### src/rtl/temp_sched_pkg.sv
package temp_sched_pkg;
  typedef enum logic [1:0] {
    ST_IDLE = 2'd0,
    ST_CONV = 2'd1,
    ST_HOLD = 2'd2
  } acqState_e;

  // strobes from control to datapath
  typedef struct packed {
    logic load;
  } dpStrobe_t;
endpackage

### src/rtl/temp_sched_ctrl.sv
module temp_sched_ctrl
  import temp_sched_pkg::*;
#(
  parameter logic [39:0] PERIOD_TICKS = 40'd7_500_000_000
) (
  input  logic      clk,
  input  logic      rstN,
  input  logic      busBusy,
  input  logic      adcDone,
  output logic      adcReq,
  output dpStrobe_t strobe
);
  localparam int CNT_W = $clog2(PERIOD_TICKS);
  localparam logic [CNT_W-1:0] LAST_CNT = CNT_W'(PERIOD_TICKS - 40'd1);

  logic [CNT_W-1:0] tickCnt;
  logic periodTick;
  logic pendingQ;
  logic startNow;
  acqState_e stateQ, stateD;

  // free-running period timer, independent of bus traffic
  assign periodTick = (tickCnt == LAST_CNT);

  always_ff @(posedge clk or negedge rstN) begin
    if (!rstN)           tickCnt <= '0;
    else if (periodTick) tickCnt <= '0;
    else                 tickCnt <= tickCnt + 1'b1;
  end

  // pending trigger: set at reset so the first conversion starts at once
  assign startNow = (stateQ == ST_IDLE) && pendingQ && !busBusy;

  always_ff @(posedge clk or negedge rstN) begin
    if (!rstN)           pendingQ <= 1'b1;
    else if (startNow)   pendingQ <= periodTick;
    else if (periodTick) pendingQ <= 1'b1;
  end

  always_comb begin
    stateD = stateQ;
    unique case (stateQ)
      ST_IDLE: if (startNow) stateD = ST_CONV;
      ST_CONV: begin
        if (busBusy)      stateD = ST_HOLD;
        else if (adcDone) stateD = ST_IDLE;
      end
      ST_HOLD: if (!busBusy) stateD = ST_CONV;
      default: stateD = ST_IDLE;
    endcase
  end

  always_ff @(posedge clk or negedge rstN) begin
    if (!rstN) stateQ <= ST_IDLE;
    else       stateQ <= stateD;
  end

  assign adcReq      = (stateQ == ST_CONV);
  assign strobe.load = (stateQ == ST_CONV) && adcDone && !busBusy;

  p_timer_bound_r2: assert property (@(posedge clk) disable iff (!rstN)
    tickCnt <= LAST_CNT);

  p_req_held_r3: assert property (@(posedge clk) disable iff (!rstN)
    (adcReq && !adcDone && !busBusy) |=> adcReq);

  p_abort_r6: assert property (@(posedge clk) disable iff (!rstN)
    (stateQ == ST_CONV && busBusy) |=> !adcReq);

  p_restart_r7: assert property (@(posedge clk) disable iff (!rstN)
    (stateQ == ST_HOLD && !busBusy) |=> adcReq);
endmodule

### src/rtl/temp_sched_dp.sv
module temp_sched_dp
  import temp_sched_pkg::*;
#(
  parameter int CODE_W = 10,
  parameter int TEMP_W = 8,
  parameter int NUM_BP = 6,
  parameter logic [NUM_BP*CODE_W-1:0] BP_CODES =
    {10'd140, 10'd260, 10'd420, 10'd600, 10'd780, 10'd920},
  parameter int TEMP_MIN = -10,
  parameter int TEMP_MAX = 85
) (
  input  logic              clk,
  input  logic              rstN,
  input  dpStrobe_t         strobe,
  input  logic [CODE_W-1:0] adcCode,
  output logic [TEMP_W-1:0] tempOut
);
  localparam int NUM_SEG = NUM_BP - 1;
  localparam int STEP    = (TEMP_MAX - TEMP_MIN) / NUM_SEG;
  localparam int PROD_W  = CODE_W + $clog2(STEP + 1);
  localparam logic [CODE_W-1:0] FIRST_BP = BP_CODES[CODE_W-1:0];

  logic [NUM_SEG-1:0] segHit;
  logic [TEMP_W-1:0]  segTemp [NUM_SEG];
  logic [TEMP_W-1:0]  mapped;
  logic [TEMP_W-1:0]  tempQ;

  // one interpolator per segment between neighbouring breakpoints
  for (genvar s = 0; s < NUM_SEG; s++) begin : g_seg
    localparam logic [CODE_W-1:0] HI = BP_CODES[s*CODE_W +: CODE_W];
    localparam logic [CODE_W-1:0] LO = BP_CODES[(s+1)*CODE_W +: CODE_W];
    localparam int SPAN = int'(HI) - int'(LO);
    localparam logic [TEMP_W-1:0] BASE = TEMP_W'(TEMP_MIN + s*STEP);
    logic [CODE_W-1:0] delta;
    logic [PROD_W-1:0] scaled;
    assign segHit[s]  = (adcCode <= HI) && (adcCode > LO);
    assign delta      = HI - adcCode;
    assign scaled     = PROD_W'(delta) * PROD_W'(STEP);
    assign segTemp[s] = BASE + TEMP_W'(scaled / PROD_W'(SPAN));
  end

  // saturate outside the breakpoint range, else pick the hit segment
  always_comb begin
    mapped = TEMP_W'(TEMP_MAX);
    if (adcCode >= FIRST_BP) begin
      mapped = TEMP_W'(TEMP_MIN);
    end else begin
      for (int s = 0; s < NUM_SEG; s++)
        if (segHit[s]) mapped = segTemp[s];
    end
  end

  always_ff @(posedge clk or negedge rstN) begin
    if (!rstN)            tempQ <= '0;
    else if (strobe.load) tempQ <= mapped;
  end

  assign tempOut = tempQ;

  p_hold_r6: assert property (@(posedge clk) disable iff (!rstN)
    !strobe.load |=> $stable(tempQ));

  p_window_r5: assert property (@(posedge clk) disable iff (!rstN)
    ($signed(tempQ) >= $signed(TEMP_W'(TEMP_MIN))) &&
    ($signed(tempQ) <= $signed(TEMP_W'(TEMP_MAX))));
endmodule

### src/rtl/temp_sched.sv
module temp_sched
  import temp_sched_pkg::*;
#(
  parameter logic [39:0] PERIOD_TICKS = 40'd7_500_000_000,
  parameter int CODE_W = 10,
  parameter int TEMP_W = 8,
  parameter int NUM_BP = 6,
  parameter logic [NUM_BP*CODE_W-1:0] BP_CODES =
    {10'd140, 10'd260, 10'd420, 10'd600, 10'd780, 10'd920},
  parameter int TEMP_MIN = -10,
  parameter int TEMP_MAX = 85
) (
  input  logic              clk,
  input  logic              rstN,
  input  logic              busBusy,
  output logic              adcReq,
  input  logic              adcDone,
  input  logic [CODE_W-1:0] adcCode,
  output logic [TEMP_W-1:0] tempOut
);
  dpStrobe_t strobe;

  temp_sched_ctrl #(
    .PERIOD_TICKS(PERIOD_TICKS)
  ) u_ctrl (
    .clk    (clk),
    .rstN   (rstN),
    .busBusy(busBusy),
    .adcDone(adcDone),
    .adcReq (adcReq),
    .strobe (strobe)
  );

  temp_sched_dp #(
    .CODE_W  (CODE_W),
    .TEMP_W  (TEMP_W),
    .NUM_BP  (NUM_BP),
    .BP_CODES(BP_CODES),
    .TEMP_MIN(TEMP_MIN),
    .TEMP_MAX(TEMP_MAX)
  ) u_dp (
    .clk    (clk),
    .rstN   (rstN),
    .strobe (strobe),
    .adcCode(adcCode),
    .tempOut(tempOut)
  );
endmodule

### config.mk
export PLATFORM = sky130hd
export DESIGN_NAME = temp_sched
export DESIGN_NICKNAME = d
export VERILOG_FILES = /design/src/rtl/temp_sched_pkg.sv /design/src/rtl/temp_sched_ctrl.sv /design/src/rtl/temp_sched_dp.sv /design/src/rtl/temp_sched.sv
export SDC_FILE = /design/constraint.sdc
export NUM_CORES = 1
export LEC_CHECK = 0
export BUFFER_PORTS_ARGS = -buffer_cell sky130_fd_sc_hd__buf_4
export CAP_MARGIN = 20
export CORE_AREA = 8 8 206 208
export DETAILED_ROUTE_END_ITERATION = 8
export DIE_AREA = 0 0 214 216
export MAX_ROUTING_LAYER = met4
export PLACE_DENSITY_LB_ADDON = 0.25
export SYNTH_ARGS = -nofsm -noshare
export SYNTH_HDL_FRONTEND = slang
export SYNTH_SLANG_ARGS = --single-unit
### constraint.sdc
create_clock -name clk -period 7.1 [get_ports clk]
set_input_delay 0.71 -clock clk [delete_from_list [all_inputs] [get_ports clk]]
set_output_delay 0.71 -clock clk [all_outputs]
set_load 0.03 [all_outputs]
==> impl_metrics.ini, run 1 <==
[logic_synthesis]
synthTopCellsByCount = nand2_1 (177), nor2_1 (170), inv_1 (135)
synth_top_cell_by_area = ha_1
syn-num-nets = 2028
yosysSeqAreaShare_pct = 8.16
yosysMostFrequentCell = nand2_1
ys.flop_type = dfrtp_1
synth_edf_count = 0
ys_ff_latch = 44
synthCells = 1888
postSynthAreaPerCell_sq_um = 7.15
synth_warnings = 0
synth_top_area_share_pct = 9.26
synth-async-reset-ratio_pct = 100
ys_types = 116
synth.area.top_cells = ha_1 (9.3%), xnor2_1 (8.2%), dfrtp_1 (8.0%), nand2_1 (4.9%), a21oi_1 (4.8%)
syn_area_sq_um = 13500

[sta]
slew_violations = 0
period_minus_slack_ps = 9240
setup_viol = 8
worstMarginPinSlew_ps = 1150
rsz0062_at_grt = yes
clock_skew_ps = 7.65
post-route-period-util_pct = 130
relSlewSlack_pct = 22.4
hold_viol = 0
whs_ps = 417
clock.fmax_ghz = 0.108
setup_ws_ps = -2140

[floorplan]
die_h_um = 216
start_util_pct = 34.5
num_rows = 73
die_x_um = 214
coreArea_sq_um = 39200
ios = 23
die-area_sq_um = 46200

[critical_path]
critPathLaunchType = input port
cp.arrival_ps = 9450
worstSetupPathType = in2reg
cpPeakStageDelay_ps = 570
worstPathMaxFanout = 5
crit_required_ps = 7320
cp-end-kind = register
cpMaxStageDelayCell = fa_1

[clock_tree]
cts_buffer_depth = 2
clock_sinks = 44
clock_latency_ps = 290
cts_tree = built
cts.clk_slew.worst_paths_ps = 70
h-tree-depth = 2
numCtsBuffers = 5
root_buffer = clkbuf_16
holdBufCountCts = 0

[place]
hpwl_mm = 39.4
place_area_sq_um = 19700
post-place-cells = 3042
portBuffers = 22
gp_congestion = 0.926

[drt]
dr.pass1.iters = 7
drtIter0Drc = 923
ant_nets = 0
vias = 17144
wirelength_mm = 50.4
drc = 0
wl_per_cell_um = 16.1
vias_per_cell = 5.47

[cells_and_area]
antennaDiodeCount = 0
postLayoutCoreUtil_pct = 57.2
area_growth_pct = 65.9
fin_nets = 2751
stdcell_area_sq_um = 22400
drive_gt1_share_pct = 45.3
finalNonFillerCells = 3137

[status]
status = finished with violations
violations = negative setup slack

[grt]
grt_max_degree = 45
grt_pass1_wl_mm = 80.6
first_global_vias = 16890
grt_usage_pct = 20.6
grt.overflow.total = 0
grt_antenna_before_repair = 0

[hold_path]
hold_path.class = in2async

[run]
maxCapViolCount = 0
[placed cells by master, fill, tap and decap left out, drive strengths merged, types with 10 or more instances in the layout]
master  netlist  layout
nor3         49      49
and3         29      29
a21o         22      22
o221ai       14      14
o21a         19      19
nor2b        14      14
nand4        33      33
mux2i        24      24
or2          23      23
nor4         11      11
a21oi       133     133
nand2       178     178
nand3        68      68
xor2         58      58
or3          17      17
o211ai       31      31
fa           26      26
ha          100     100
o21ai       125     125
buf          20     777
a31oi        34      34
o22ai        14      14
and2         22      22
xnor2       126     126
a21boi       10      10
a221oi       10      10
o31ai        22      22
dfrtp        43      43
a211oi       30      30
o31a         10      10
maj3         11      11
a31o         18      18
nor2        171     171
mux2         19      19
a211o        12      12
inv         138     138
nand2b       18      18
[cell type report]
cell class / count / area (sq um)
clock buffers: 5 / 125
clock inverters: 3 / 46.3
fillers: 3525 / 16800
inverters: 139 / 533
multi-input cells: 1644 / 14000
flip-flops and latches: 44 / 1100
well taps: 525 / 657
repair buffers: 777 / 5970
[final timing paths]
check                                             startpoint                          end  slack (ps)  cells past startpoint
max in group asynchronous                               rstN  u_ctrl.pendingQ$_DFFE_PN1P_        6280                      1
worst max-delay path                              adcCode[0]  u_dp.tempOut[5]$_DFFE_PN0P_       -2140                     44
worst min-delay path                                    rstN  u_ctrl.tickCnt[9]$_DFF_PN0_         420                      1
worst min register to register   u_ctrl.tickCnt[4]$_DFF_PN0_  u_ctrl.tickCnt[4]$_DFF_PN0_         470                      1
worst max register to register  u_ctrl.stateQ[1]$_DFFE_PN0P_  u_dp.tempOut[0]$_DFFE_PN0P_        4500                      8
min in group clk                 u_ctrl.tickCnt[4]$_DFF_PN0_  u_ctrl.tickCnt[4]$_DFF_PN0_         470                      1
[timing repair]
| action | CTS | global route |
|---|---|---|
| endpoints found under the hold margin | 0 | 0 |
| gates resized for setup | 166 | 187 |
| setup endpoints to repair | 8 | 8 |
| pin swaps | 71 | 115 |
| setup buffers | 51 | 38 |
[per-stage QoR]
stage / TNS (ps) / worst slack [ps]
finish: -15880 / -2140
global route: -18280 / -2410
CTS: -15000 / -1970
detailed placement: -20290 / -2660
global placement: -18540 / -2440
floorplan: -15230 / -2170
[cells by family (layout without fill, tap and decap cells)]
group / Yosys count / count (layout) / share of synthesized area, %
compound gates: 620 / 620 / 32.7
flops: 44 / 44 / 8.16
fa+ha+maj: 137 / 137 / 13.9
mux: 43 / 43 / 3.39
simple gates: 659 / 659 / 23.7
buf+inv: 200 / 924 / 5.76
xor+xnor: 185 / 185 / 12.3
[registers in the layout, summed over array words and instances (netlist names)]
signal / flops
u_ctrl.tickCnt: 33
u_dp.tempOut: 8
u_ctrl.stateQ: 2
u_ctrl.pendingQ: 1
[routing by layer]
layer  GRT usage, %  share of wire (%)
met1           24.3                 43
met4           4.33                2.2
met5              -                  0
met3           1.41                3.1
met2           38.1                 52
[critical path, delay by kind of cell]
| family | cells | cell delay [ps] |
|---|---|---|
| AOI/OAI and AO/OA | 18 | 4060 |
| and+or+nand+nor | 9 | 1790 |
| adders and majority gates | 5 | 1480 |
| buffers and inverters | 8 | 610 |
| xor gates and xnor gates | 3 | 450 |
| muxes | 1 | 340 |
Power of run 1 is not shown: default switching activity piles up to over one toggle a cycle in this logic, so the estimate is an artifact.
==> run 2, diff against run 1 <==
--- a/config.mk
+++ b/config.mk
@@ -12,6 +12,7 @@
 export DIE_AREA = 0 0 214 216
 export MAX_ROUTING_LAYER = met4
 export PLACE_DENSITY_LB_ADDON = 0.25
+export RECOVER_POWER = 50
 export SYNTH_ARGS = -nofsm -noshare
 export SYNTH_HDL_FRONTEND = slang
 export SYNTH_SLANG_ARGS = --single-unit
==> run 2 against run 1 <==
  * The run ends with max-capacitance violations, max-slew violations, negative setup slack left
  * Clock-buffer cell count did not move
  * First-iteration DRC count did not move
  * Critical endpoint unchanged
  * Hold slack improved by 51 ps
  * Critical path depth did not move
==> impl_metrics.ini, run 2 (synthesized netlist as in run 1, its figures left out) <==
[sta]
fin_setup_tns_ps = -15880
setup_ws_ps = -2140
clock_skew_ps = 7.65
period_minus_slack_ps = 9240
worstMarginPinSlew_ps = 2410
post-route-period-util_pct = 130
hold_viol = 0
setup_viol = 8
relSlewSlack_pct = -60.7
slew_violations = 45
clock.fmax_ghz = 0.108
rsz0062_at_grt = yes

[clock_tree]
numCtsBuffers = 5
root_buffer = clkbuf_16
holdBufCountCts = 0
h-tree-depth = 2
clock_latency_ps = 290
cts_tree = built
cts.clk_slew.worst_paths_ps = 70
cts_buffer_depth = 2
clock_sinks = 44

[place]
place_area_sq_um = 19700
gp_congestion = 0.926
hpwl_mm = 39.4
portBuffers = 22
post-place-cells = 3042

[floorplan]
start_util_pct = 34.5
die_h_um = 216
ios = 23
die-area_sq_um = 46200
num_rows = 73
coreArea_sq_um = 39200
die_x_um = 214

[cells_and_area]
fillers = 3525
largest_register_ffs = 33
stdcell_area_sq_um = 22400
drive_gt1_share_pct = 45.3
area_growth_pct = 65.8
top_register = u_ctrl.tickCnt
final_cell_mix = buf_4 (746), nand2_1 (159), nor2_1 (153)
final_common_cell = buf_4
finalNonFillerCells = 3137
antennaDiodeCount = 0
fin_nets = 2751
postLayoutCoreUtil_pct = 57.2

[critical_path]
reg2reg_depth = 8
cpMaxStageDelayCell = fa_1
cp-end-kind = register
crit_required_ps = 7320
worstPathMaxFanout = 5
critPathLaunchType = input port
cpPeakStageDelay_ps = 570
rrSetupSlack_ps = 4500
worstSetupPathType = in2reg
r2r-start = u_ctrl.stateQ[1]$_DFFE_PN0P_
cp.arrival_ps = 9450
r2r-end = u_dp.tempOut[0]$_DFFE_PN0P_

[status]
status = finished with violations
violations = max-capacitance violations, max-slew violations, negative setup slack

[hold_path]
hold_end = u_ctrl.tickCnt[4]$_DFF_PN0_
worstHoldPathCells = 1
min_from = u_ctrl.tickCnt[4]$_DFF_PN0_
hold_path.class = reg2reg

[drt]
dr.pass1.iters = 7
drc = 0
ant_nets = 0
wirelength_mm = 50.4
vias = 17143
drtIter0Drc = 923
wl_per_cell_um = 16.1
vias_per_cell = 5.46

[grt]
grt.overflow.total = 0
grt_max_degree = 45
first_global_vias = 16890
grt_pass1_wl_mm = 80.6
grt_usage_pct = 20.6
grt_antenna_before_repair = 0

[run]
maxCapViolCount = 1
## run 2: critical path: cells and delay by family
family / cells / cell delay [ps]
fa+ha+maj: 5 / 1480
xor+xnor: 3 / 450
mux: 1 / 340
simple gates: 9 / 1790
compound gates: 18 / 4060
buf+inv: 8 / 610
## run 2: what timing repair did
action	in CTS	in global routing
pin swaps	71	115
endpoints found under the setup margin	8	8
buffers inserted	51	38
gates resized for setup	166	187
endpoints found under the hold margin	0	0
## run 2: worst max-delay path by stage
| stage | from | endpoint | depth (start not counted) |
|---|---|---|---|
| final | adcCode[0] | u_dp.tempOut[5]$_DFFE_PN0P_ | 44 |
| after global routing | adcCode[0] | u_dp.tempOut[5]$_DFFE_PN0P_ | 44 |
| after global placement | adcCode[7] | u_dp.tempOut[6]$_DFFE_PN0P_ | 40 |
| after floorplan | adcCode[7] | u_dp.tempOut[6]$_DFFE_PN0P_ | 41 |
| after CTS | adcCode[7] | u_dp.tempOut[6]$_DFFE_PN0P_ | 40 |
| after detailed placement | adcCode[1] | u_dp.tempOut[7]$_DFFE_PN0P_ | 43 |
## run 2: stage by stage
| stage | hold slack (ps) | setup WS, ps |
|---|---|---|
| 2_1_floorplan | 414 | -2170 |
| 3_3_place_gp | 455 | -2440 |
| 3_5_place_dp | 458 | -2660 |
| 4_1_cts | 437 | -1970 |
| 5_1_grt | 495 | -2410 |
| 6_report | 468 | -2140 |
## run 2: area by class of cell
type	count	area, sq um	area share [%]
multi-input combinational	1644	14000	62.4
tap	525	657	2.93
clock inverter	3	46.3	0.207
sequential	44	1100	4.92
clock buffer	5	125	0.559
timing repair buffer	777	5960	26.6
inverter	139	533	2.38
## run 2: metal layers
metal | vias up | share of wire, % | track usage (%)
li1 | 8444 | - | -
met1 | 8274 | 43 | 24.3
met2 | 338 | 52 | 38.1
met3 | 87 | 3.1 | 1.41
met4 | 0 | 2.2 | 4.33
met5 | - | 0 | -
Power of run 2 is left out for the same reason.
==> run 3, diff against run 2 <==
--- a/config.mk
+++ b/config.mk
@@ -8,6 +8,7 @@
 export BUFFER_PORTS_ARGS = -buffer_cell sky130_fd_sc_hd__buf_4
 export CAP_MARGIN = 20
 export CORE_AREA = 8 8 206 208
+export CTS_BUF_LIST = sky130_fd_sc_hd__clkbuf_2 sky130_fd_sc_hd__clkbuf_4 sky130_fd_sc_hd__clkbuf_8
 export DETAILED_ROUTE_END_ITERATION = 8
 export DIE_AREA = 0 0 214 216
 export MAX_ROUTING_LAYER = met4
==> run 3 against run 2 <==
  * The run still ends with max-capacitance violations, max-slew violations, negative setup slack left
  * Design area about the same
  * First-iteration DRC count down 6.3%
  * Worst setup slack better by 25 ps
  * Critical path depth up 2
==> impl_metrics.ini, run 3 (synthesized netlist as in run 1, its figures left out) <==
[status]
status = finished with violations
violations = max-capacitance violations, max-slew violations, negative setup slack

[sta]
relSlewSlack_pct = -58.6
setup_viol = 8
slew_violations = 45
post-route-period-util_pct = 130
rsz0062_at_grt = yes
clock_skew_ps = 10.1
setup_ws_ps = -2110
period_minus_slack_ps = 9210
clock.fmax_ghz = 0.109
worstMarginPinSlew_ps = 2380
hold_viol = 0

[cells_and_area]
final_common_cell = buf_4
final_cell_mix = buf_4 (750), nand2_1 (159), nor2_1 (153)
fillers = 3532
regArea_sq_um = 1100
area_growth_pct = 65.9
largest_register_ffs = 33
drive_gt1_share_pct = 45.4
antennaDiodeCount = 0
fin_nets = 2754
top_register = u_ctrl.tickCnt
multi_input_area_sq_um = 14000

[critical_path]
r2r-end = u_dp.tempOut[0]$_DFFE_PN0P_
cpMaxStageDelayCell = fa_1
worstSetupPathType = in2reg
cpPeakStageDelay_ps = 570
crit_required_ps = 7300
cp_top_family = compound AO/OA/AOI/OAI gates
critPathLaunchType = input port
r2r-start = u_ctrl.stateQ[1]$_DFFE_PN0P_
worstPathMaxFanout = 5
rrSetupSlack_ps = 4510
reg2reg_depth = 8
cp.arrival_ps = 9410
cp-end-kind = register
critPathBufInv = 11

[grt]
grt_antenna_before_repair = 0
first_global_vias = 16885
grt_usage_pct = 20.6
grt.overflow.total = 0
grt_max_degree = 45
grt_pass1_wl_mm = 80.5

[clock_tree]
numCtsBuffers = 5
cts_buffer_depth = 2
h-tree-depth = 2
cts_tree = built
cts.clk_slew.worst_paths_ps = 90
clock_latency_ps = 300
holdBufCountCts = 0
clock_sinks = 44
root_buffer = clkbuf_8

[floorplan]
ios = 23
start_util_pct = 34.5
die-area_sq_um = 46200
die_h_um = 216
die_x_um = 214
num_rows = 73
coreArea_sq_um = 39200

[place]
gp_congestion = 0.926
hpwl_mm = 39.4
place_worst_setup_slack_ps = -2660
portBuffers = 22

[drt]
wl_per_cell_um = 16.1
drtIter0Drc = 865
vias_per_cell = 5.44
wirelength_mm = 50.5
dr.pass1.iters = 8
ant_nets = 0
vias = 17085
drc = 0

[hold_path]
worstHoldPathCells = 1
hold_end = u_ctrl.tickCnt[4]$_DFF_PN0_
hold_path.class = reg2reg
min_from = u_ctrl.tickCnt[4]$_DFF_PN0_

[run]
maxCapViolCount = 1
run 3: cell count changes in the layout (fill, tap and decap cells not counted), moves of 2 or more:
cell | before | now
inv_1 | 122 | 120
nand2_2 | 17 | 15
a21oi_4 | 13 | 15
buf_6 | 27 | 25
a31oi_4 | 10 | 8
nand2_4 | 2 | 4
clkbuf_16 | 5 | 0
clkbuf_8 | 0 | 5
a21oi_2 | 25 | 23
inv_2 | 12 | 14
buf_4 | 746 | 750
run 3: cell type report:
| class | instances | share of cell area [%] |
|---|---|---|
| inverters | 139 | 2.38 |
| clock buffers | 5 | 0.307 |
| flip-flops and latches | 44 | 4.92 |
| repair buffers | 780 | 26.7 |
| multi-input cells | 1644 | 62.5 |
| well taps | 525 | 2.93 |
| clock inverters | 3 | 0.207 |
run 3: worst max path at each step:
stage | startpoint | to | slack, ps | cells after the start
after CTS | adcCode[7] | u_dp.tempOut[6]$_DFFE_PN0P_ | -1950 | 40
after global routing | adcCode[1] | u_dp.tempOut[6]$_DFFE_PN0P_ | -2370 | 46
after global placement | adcCode[7] | u_dp.tempOut[6]$_DFFE_PN0P_ | -2440 | 40
final | adcCode[0] | u_dp.tempOut[3]$_DFFE_PN0P_ | -2110 | 46
after floorplan | adcCode[7] | u_dp.tempOut[6]$_DFFE_PN0P_ | -2170 | 41
after detailed placement | adcCode[1] | u_dp.tempOut[7]$_DFFE_PN0P_ | -2660 | 43
run 3: layer usage:
metal / GRT usage, % / up-vias / wire length [um]
met1: 24.3 / 8208 / 21700
met4: 4.35 / 0 / 1120
met2: 38.0 / 353 / 26100
met5: - / - / 0
li1: - / 8446 / -
met3: 1.37 / 78 / 1580
run 3: what timing repair did:
action / CTS / global route
hold endpoints to repair: 0 / 0
pin swaps: 71 / 121
resized for setup: 166 / 194
setup buffers: 51 / 41
endpoints found under the setup margin: 8 / 8
run 3: worst register-to-register path, cell delays in order (launching register included):
cell,delay [ps]
dfrtp_1,440
nor2_1,150
and3_1,380
and2_1,400
nand2_1,90
o32ai_1,410
o311ai_1,180
o31a_1,310
a41oi_2,150
run 3: stage by stage:
stage	cell area [sq um]	setup TNS (ps)	util [%]	cells	hold WS, ps
floorplan	14100	-15230	-	1888	414
global placement	19700	-18540	50.2	3042	455
detailed placement	19700	-20290	50.2	3042	458
CTS	21000	-14830	53.6	3101	417
global route	22400	-18060	57.2	3140	499
finish	22400	-15890	57.2	3140	471
Power of run 3 is left out for the same reason.
